<file path="src/rtl/lcd_drv_pkg.sv">
package lcd_drv_pkg;
  localparam int WORD_W  = 8;
  localparam int NIB_W   = 4;
  localparam int RS_BIT  = 4;
  localparam int EN_BIT  = 5;
  localparam int FRAMES  = 6;
  localparam int FRAME_W = $clog2(FRAMES);

  function automatic logic [WORD_W-1:0] pack_word(input logic [NIB_W-1:0] nib,
                                                  input logic rs, input logic en);
    logic [WORD_W-1:0] w;
    w = '0;
    w[NIB_W-1:0] = nib;
    w[RS_BIT]    = rs;
    w[EN_BIT]    = en;
    return w;
  endfunction

  function automatic logic needs_long(input logic is_data, input logic [WORD_W-1:0] b);
    return !is_data && (b == 8'h01 || b[7:1] == 7'h01);
  endfunction
endpackage

</file>
<file path="src/rtl/lcd_frame_shifter.sv">
module lcd_frame_shifter #(
  parameter int CLK_DIV = 16
) (
  input  logic       clk,
  input  logic       rst_n,
  input  logic       start,
  input  logic [7:0] word,
  output logic       busy,
  output logic       done,
  output logic       sclk,
  output logic       sdata,
  output logic       latch
);
  localparam int DW = (CLK_DIV > 1) ? $clog2(CLK_DIV) : 1;
  localparam logic [DW-1:0] DIV_LAST = DW'(CLK_DIV - 1);

  typedef enum logic [1:0] {SH_IDLE, SH_BITS, SH_LATCH} sh_state_e;
  sh_state_e   st;
  logic [7:0]  sh;
  logic [2:0]  bit_n;
  logic        half;
  logic [DW-1:0] cnt;

  always_ff @(posedge clk) begin
    if (!rst_n) begin
      st <= SH_IDLE; sh <= '0; bit_n <= '0; half <= 1'b0; cnt <= '0;
    end else begin
      case (st)
        SH_IDLE: if (start) begin
          sh <= word; bit_n <= '0; half <= 1'b0; cnt <= '0; st <= SH_BITS;
        end
        SH_BITS: begin
          if (cnt == DIV_LAST) begin
            cnt <= '0;
            if (!half) begin
              half <= 1'b1;
            end else begin
              half <= 1'b0;
              sh   <= {sh[6:0], 1'b0};
              if (bit_n == 3'd7) st <= SH_LATCH;
              else bit_n <= bit_n + 3'd1;
            end
          end else begin
            cnt <= cnt + 1'b1;
          end
        end
        default: st <= SH_IDLE;
      endcase
    end
  end

  assign sclk  = (st == SH_BITS) && half;
  assign sdata = sh[7];
  assign latch = (st == SH_LATCH);
  assign busy  = (st != SH_IDLE);
  assign done  = latch;

  a_r3_latch_single: assert property (@(posedge clk) disable iff (!rst_n)
    latch |=> !latch);
  a_r3_latch_clk_low: assert property (@(posedge clk) disable iff (!rst_n)
    latch |-> !sclk);
  a_r3_data_steady: assert property (@(posedge clk) disable iff (!rst_n)
    $rose(sclk) |-> $stable(sdata));
  a_r3_idle_quiet: assert property (@(posedge clk) disable iff (!rst_n)
    !busy |-> (!sclk && !latch));
endmodule

</file>
<file path="src/rtl/lcd_exec_timer.sv">
module lcd_exec_timer #(
  parameter int CNT_W = 20
) (
  input  logic             clk,
  input  logic             rst_n,
  input  logic             load,
  input  logic [CNT_W-1:0] len,
  output logic             zero
);
  logic [CNT_W-1:0] cnt;

  always_ff @(posedge clk) begin
    if (!rst_n)            cnt <= '0;
    else if (load)         cnt <= len;
    else if (cnt != '0)    cnt <= cnt - 1'b1;
  end

  assign zero = (cnt == '0);

  a_r8_stays_expired: assert property (@(posedge clk) disable iff (!rst_n)
    (zero && !load) |=> zero);
  a_r8_load_arms: assert property (@(posedge clk) disable iff (!rst_n)
    (load && len != '0) |=> !zero);
endmodule

</file>
<file path="src/rtl/lcd_byte_seq.sv">
module lcd_byte_seq
  import lcd_drv_pkg::*;
#(
  parameter int CNT_W      = 20,
  parameter int SHORT_WAIT = 10000,
  parameter int LONG_WAIT  = 410000
) (
  input  logic             clk,
  input  logic             rst_n,
  input  logic             in_valid,
  output logic             in_ready,
  input  logic             in_is_data,
  input  logic [7:0]       in_byte,
  output logic             frm_start,
  output logic [7:0]       frm_word,
  input  logic             frm_done,
  output logic             tmr_load,
  output logic [CNT_W-1:0] tmr_len,
  input  logic             tmr_zero
);
  typedef enum logic [1:0] {Q_IDLE, Q_ISSUE, Q_FRAME, Q_EXEC} q_state_e;
  q_state_e           st;
  logic [7:0]         byte_q;
  logic               rs_q;
  logic               long_q;
  logic [FRAME_W-1:0] fi;
  logic               upper;
  logic               en_bit;

  always_ff @(posedge clk) begin
    if (!rst_n) begin
      st <= Q_IDLE; byte_q <= '0; rs_q <= 1'b0; long_q <= 1'b0; fi <= '0;
    end else begin
      case (st)
        Q_IDLE: if (in_valid) begin
          byte_q <= in_byte;
          rs_q   <= in_is_data;
          long_q <= needs_long(in_is_data, in_byte);
          fi     <= '0;
          st     <= Q_ISSUE;
        end
        Q_ISSUE: st <= Q_FRAME;
        Q_FRAME: if (frm_done) begin
          if (fi == FRAME_W'(FRAMES - 1)) st <= Q_EXEC;
          else begin
            fi <= fi + 1'b1;
            st <= Q_ISSUE;
          end
        end
        Q_EXEC: if (tmr_zero) st <= Q_IDLE;
        default: st <= Q_IDLE;
      endcase
    end
  end

  // frames 0..2 carry the upper nibble, 3..5 the lower; enable high in the middle one
  assign upper     = (fi < FRAME_W'(3));
  assign en_bit    = (fi == FRAME_W'(1)) || (fi == FRAME_W'(4));
  assign frm_word  = pack_word(upper ? byte_q[7:4] : byte_q[3:0], rs_q, en_bit);
  assign frm_start = (st == Q_ISSUE);
  assign in_ready  = (st == Q_IDLE);
  assign tmr_load  = (st == Q_FRAME) && frm_done && (fi == FRAME_W'(FRAMES - 1));
  assign tmr_len   = long_q ? CNT_W'(LONG_WAIT) : CNT_W'(SHORT_WAIT);

  a_r7_busy_after_take: assert property (@(posedge clk) disable iff (!rst_n)
    (in_valid && in_ready) |=> !in_ready);
  a_r7_no_frame_when_ready: assert property (@(posedge clk) disable iff (!rst_n)
    frm_start |-> !in_ready);
  a_r8_ready_after_wait: assert property (@(posedge clk) disable iff (!rst_n)
    $rose(in_ready) |-> $past(tmr_zero));
endmodule

</file>
<file path="src/rtl/lcd_serial_drv.sv">
module lcd_serial_drv
  import lcd_drv_pkg::*;
#(
  parameter int CLK_DIV    = 16,
  parameter int SHORT_WAIT = 10000,
  parameter int LONG_WAIT  = 410000
) (
  input  logic       clk,
  input  logic       rst_n,
  input  logic       in_valid,
  output logic       in_ready,
  input  logic       in_is_data,
  input  logic [7:0] in_byte,
  output logic       sclk,
  output logic       sdata,
  output logic       latch
);
  localparam int MAX_WAIT = (LONG_WAIT > SHORT_WAIT) ? LONG_WAIT : SHORT_WAIT;
  localparam int CNT_W    = $clog2(MAX_WAIT + 1) + 1;

  logic             frm_start, frm_done, frm_busy;
  logic [7:0]       frm_word;
  logic             tmr_load, tmr_zero;
  logic [CNT_W-1:0] tmr_len;

  lcd_byte_seq #(.CNT_W(CNT_W), .SHORT_WAIT(SHORT_WAIT), .LONG_WAIT(LONG_WAIT)) u_seq (
    .clk(clk), .rst_n(rst_n),
    .in_valid(in_valid), .in_ready(in_ready), .in_is_data(in_is_data), .in_byte(in_byte),
    .frm_start(frm_start), .frm_word(frm_word), .frm_done(frm_done),
    .tmr_load(tmr_load), .tmr_len(tmr_len), .tmr_zero(tmr_zero)
  );

  lcd_frame_shifter #(.CLK_DIV(CLK_DIV)) u_shift (
    .clk(clk), .rst_n(rst_n), .start(frm_start), .word(frm_word),
    .busy(frm_busy), .done(frm_done), .sclk(sclk), .sdata(sdata), .latch(latch)
  );

  lcd_exec_timer #(.CNT_W(CNT_W)) u_tmr (
    .clk(clk), .rst_n(rst_n), .load(tmr_load), .len(tmr_len), .zero(tmr_zero)
  );

  a_r7_start_needs_idle_shifter: assert property (@(posedge clk) disable iff (!rst_n)
    frm_start |-> !frm_busy);
endmodule

</file>
<file path="config.mk">
export PLATFORM = sky130hd
export DESIGN_NAME = lcd_serial_drv
export DESIGN_NICKNAME = d
export VERILOG_FILES = /design/src/rtl/lcd_drv_pkg.sv /design/src/rtl/lcd_frame_shifter.sv /design/src/rtl/lcd_exec_timer.sv /design/src/rtl/lcd_byte_seq.sv /design/src/rtl/lcd_serial_drv.sv
export SDC_FILE = /design/constraint.sdc
export NUM_CORES = 1
export LEC_CHECK = 0
export BUFFER_PORTS_ARGS = -buffer_cell sky130_fd_sc_hd__buf_2
export CAP_MARGIN = 25
export CORE_MARGIN = 1
export CORE_UTILIZATION = 60
export DETAILED_ROUTE_END_ITERATION = 7
export HOLD_SLACK_MARGIN = 0.06
export MAX_ROUTING_LAYER = met4
export PLACE_DENSITY = 0.77
export SLEW_MARGIN = 20
export SYNTH_ARGS = -nofsm -noshare
export SYNTH_HDL_FRONTEND = slang
export SYNTH_SLANG_ARGS = --single-unit
</file>
<file path="constraint.sdc">
create_clock -name clk -period 4.84 [get_ports clk]
set_clock_uncertainty 0.2 [all_clocks]
set_input_delay 0.484 -clock clk [delete_from_list [all_inputs] [get_ports clk]]
set_output_delay 0.484 -clock clk [all_outputs]
set_load 0.01 [all_outputs]
</file>
==> reports/qor.log <==
INFO  status         status=finished, final reports clean
INFO  logic_synthesis synth_seq_area_share=39.1%
INFO  flow_run       timing.max_cap.violations=0
INFO  cts            cts_made_buffers=5
INFO  timing         final-hold-violation-count=0
INFO  layout         final_cell_mix=dfxtp_1, nand2_1, nor2_1, a21oi_1, buf_2
INFO  layout         storage_element_area=1060um^2
INFO  setup_path     critical_path.startpoint_type=flop
INFO  setup_path     setup.worst_path.end_class=flop
INFO  floorplan      initial_utilization=62.3%
INFO  timing         final_period_minus_worst_setup_slack=2570ps
INFO  detailed_routing drc_errors=0
INFO  logic_synthesis number_of_register_bits_inferred_by_synthesis=53
INFO  cts            clock_latency=310ps
INFO  detailed_routing postRouteAntennaNets=0
INFO  cts            post_cts.resized_instances=0
INFO  global_routing vias_in_the_first_global_route=2034
INFO  layout         leading_cell_type_in_the_layout_fill_and_taps_excluded=dfxtp_1
INFO  pwr            power.ir.vdd_worst=557uV
INFO  floorplan      core_box_area=4350um^2
INFO  layout         post_route_utilization=66.3%
INFO  layout         multi_input_area=1550um^2
INFO  global_routing grt_start_max_net_pins=36
INFO  setup_path     critical_path_class=flop to flop
INFO  detailed_routing avgRoutedWirePerCell=13.8um
INFO  logic_synthesis synth_edf_count=0
INFO  timing         grt_setup_unrepaired=no
INFO  setup_path     crit_arrival=2580ps
INFO  detailed_routing drt_first_iter_violations=139
INFO  layout         layoutNonFillerInstCount=382
INFO  setup_path     critical_path.max_fanout=16
INFO  setup_path     cp_data_required_time=4850ps
INFO  layout         finalInstanceArea=2890um^2
INFO  floorplan      dieHeight=69.3um
INFO  place          dp_worst_setup_slack=2300ps
INFO  timing         min_period_over_period=53.1%
INFO  timing         worstMarginPinSlew=933ps
INFO  timing         setup_viol=0
INFO  global_routing initial_antenna_violation_count=0
INFO  logic_synthesis ys_types=56
INFO  layout         area_delta_synth_final=6.32%
INFO  cts            cts_tree=done
INFO  detailed_routing vias=2190
INFO  floorplan      die_width=69.3um
INFO  timing         max-slew-margin-rel=37.4%
INFO  logic_synthesis synth-main-ff-cell=dfxtp_1
INFO  place          dpl_cells=373
INFO  floorplan      placement_rows=24
INFO  timing         final-max-slew-violation-count=0
INFO  pwr            cellLeakagePower=0.00111uW
INFO  pwr            ratio_of_total_power_to_cell_area=535nW/um^2
INFO  cts            post_cts_hold_buffer_count=0
INFO  detailed_routing route.detailed.vias_per_inst=5.73
INFO  timing         post-route-worst-setup-slack=2270ps
INFO  logic_synthesis synth_fp_nets=340
INFO  cts            cts_buffer_depth=2
INFO  place          gp_congestion=0.912
INFO  logic_synthesis gate_count_post_synth=320
INFO  place          port_buffers=15
INFO  layout         nets=349
INFO  layout         post_route_cells_drive_above_1_share=13.0%
INFO  global_routing grt_pass1_wl=9030um
INFO  cts            clk_root_buffer_cell=clkbuf_8
INFO  worst_hold_path hold_path_class=input pin to flop
INFO  detailed_routing detail_route.first_pass.iterations=4
INFO  detailed_routing route.final.wire_length=5270um
INFO  global_routing grt_overflow=0
INFO  logic_synthesis count_of_yosys_warnings_during_synthesis=0
INFO  place          place_area=2780um^2
INFO  global_routing gr-usage-all-layers=23.7%
INFO  cts            postCtsSetupRepairBufs=0
INFO  logic_synthesis ys_async_sr_fraction=0%
INFO  logic_synthesis mappedNetlistArea=2710um^2
INFO  layout         diodes=0
INFO  place          dp_hpwl=3760um
INFO  cts            cts.sink_count=53
INFO  timing         fmaxAchievable=389MHz
INFO  layout         num-fill-cells=369
INFO  timing         fin_tns_setup=0ps
INFO  floorplan      top_level_ports=16
INFO  cts            htree_levels=2
INFO  floorplan      fp.dieArea=4800um^2
INFO  logic_synthesis syn_area_per_cell=8.48um^2
INFO  cts            clk_pin_slew=100ps
## worst paths after layout
check | cells after the start | slack [ps] | endpoint | from
hold reg to reg | 2 | 260 | u_shift.bit_n[1] | u_shift.bit_n[1]
setup / recovery | 5 | 2270 | u_tmr.cnt[10] | u_tmr.cnt[13]
setup reg to reg | 5 | 2270 | u_tmr.cnt[10] | u_tmr.cnt[13]
hold / removal | 3 | 210 | u_seq.byte_q[3] | in_byte[3]
## logic make-up after synthesis
kind of cell	after synthesis	share of synthesized area (%)
and+or+nand+nor	139	27.2
AOI/OAI and AO/OA	77	19.2
DFF	53	39.1
buffers and inverters	22	3.69
xor gates and xnor gates	14	4.52
adders and majority gates	8	3.69
muxes	7	2.67
## report_power, final
part,internal [uW],switching [uW],leakage [uW]
sequential,513,92.3,0.000432
clock,100,144,0.0000439
combinational,299,396,0.000637
## critical path, stage by stage, from the launching register on
cell and delay, ps:
dfxtp_1 360, or3_4 420, nor4_4 840, a21oi_1 260, and2_1 220, o21a_1 160
## flip-flops by register name, summed over array words and instances, names as in the netlist
register and flops:
u_shift.half 1, u_shift.cnt 4, u_shift.bit_n 3, u_shift.st 2
u_tmr.cnt 20, u_seq.fi 3, u_seq.long_q 1, u_seq.st 2
u_seq.byte_q 8, u_shift.sh 8, u_seq.rs_q 1
## per-layer routing
metal,vias to the layer above,wire length (um),share of wire (%),track usage (%)
met5,-,0,0,-
met4,0,47,0.89,7.48
met3,4,199,3.8,3.92
met2,39,2290,44,35.6
met1,1001,2730,52,32.9
li1,1146,-,-,-
## metrics by stage
step / hold WS (ps) / power (uW)
after detailed placement: 245 / 1300
after global placement: 243 / 1280
final: 213 / 1540
after global routing: 208 / 1650
after CTS: 212 / 1540
after floorplan: 232 / 1210
## synth_stat cells (6+ instances only)
master	n	area, um^2
a211oi_1	6	45.0
a21oi_1	34	170
clkbuf_1	9	33.8
dfxtp_1	53	1060
ha_1	8	100
inv_1	7	26.3
nand2_1	48	180
nand3_1	8	40.0
nor2_1	39	146
xnor2_1	14	123
## layout make-up
class                      count  area share (%)
sequential                    53            36.8
timing repair buffer          16            3.12
tap                           52            2.25
clock buffer                   5            2.39
multi-input combinational    245            53.8
inverter                       8            1.04
clock inverter                 3           0.607
Note: power is estimated with default switching activity, not from simulation.
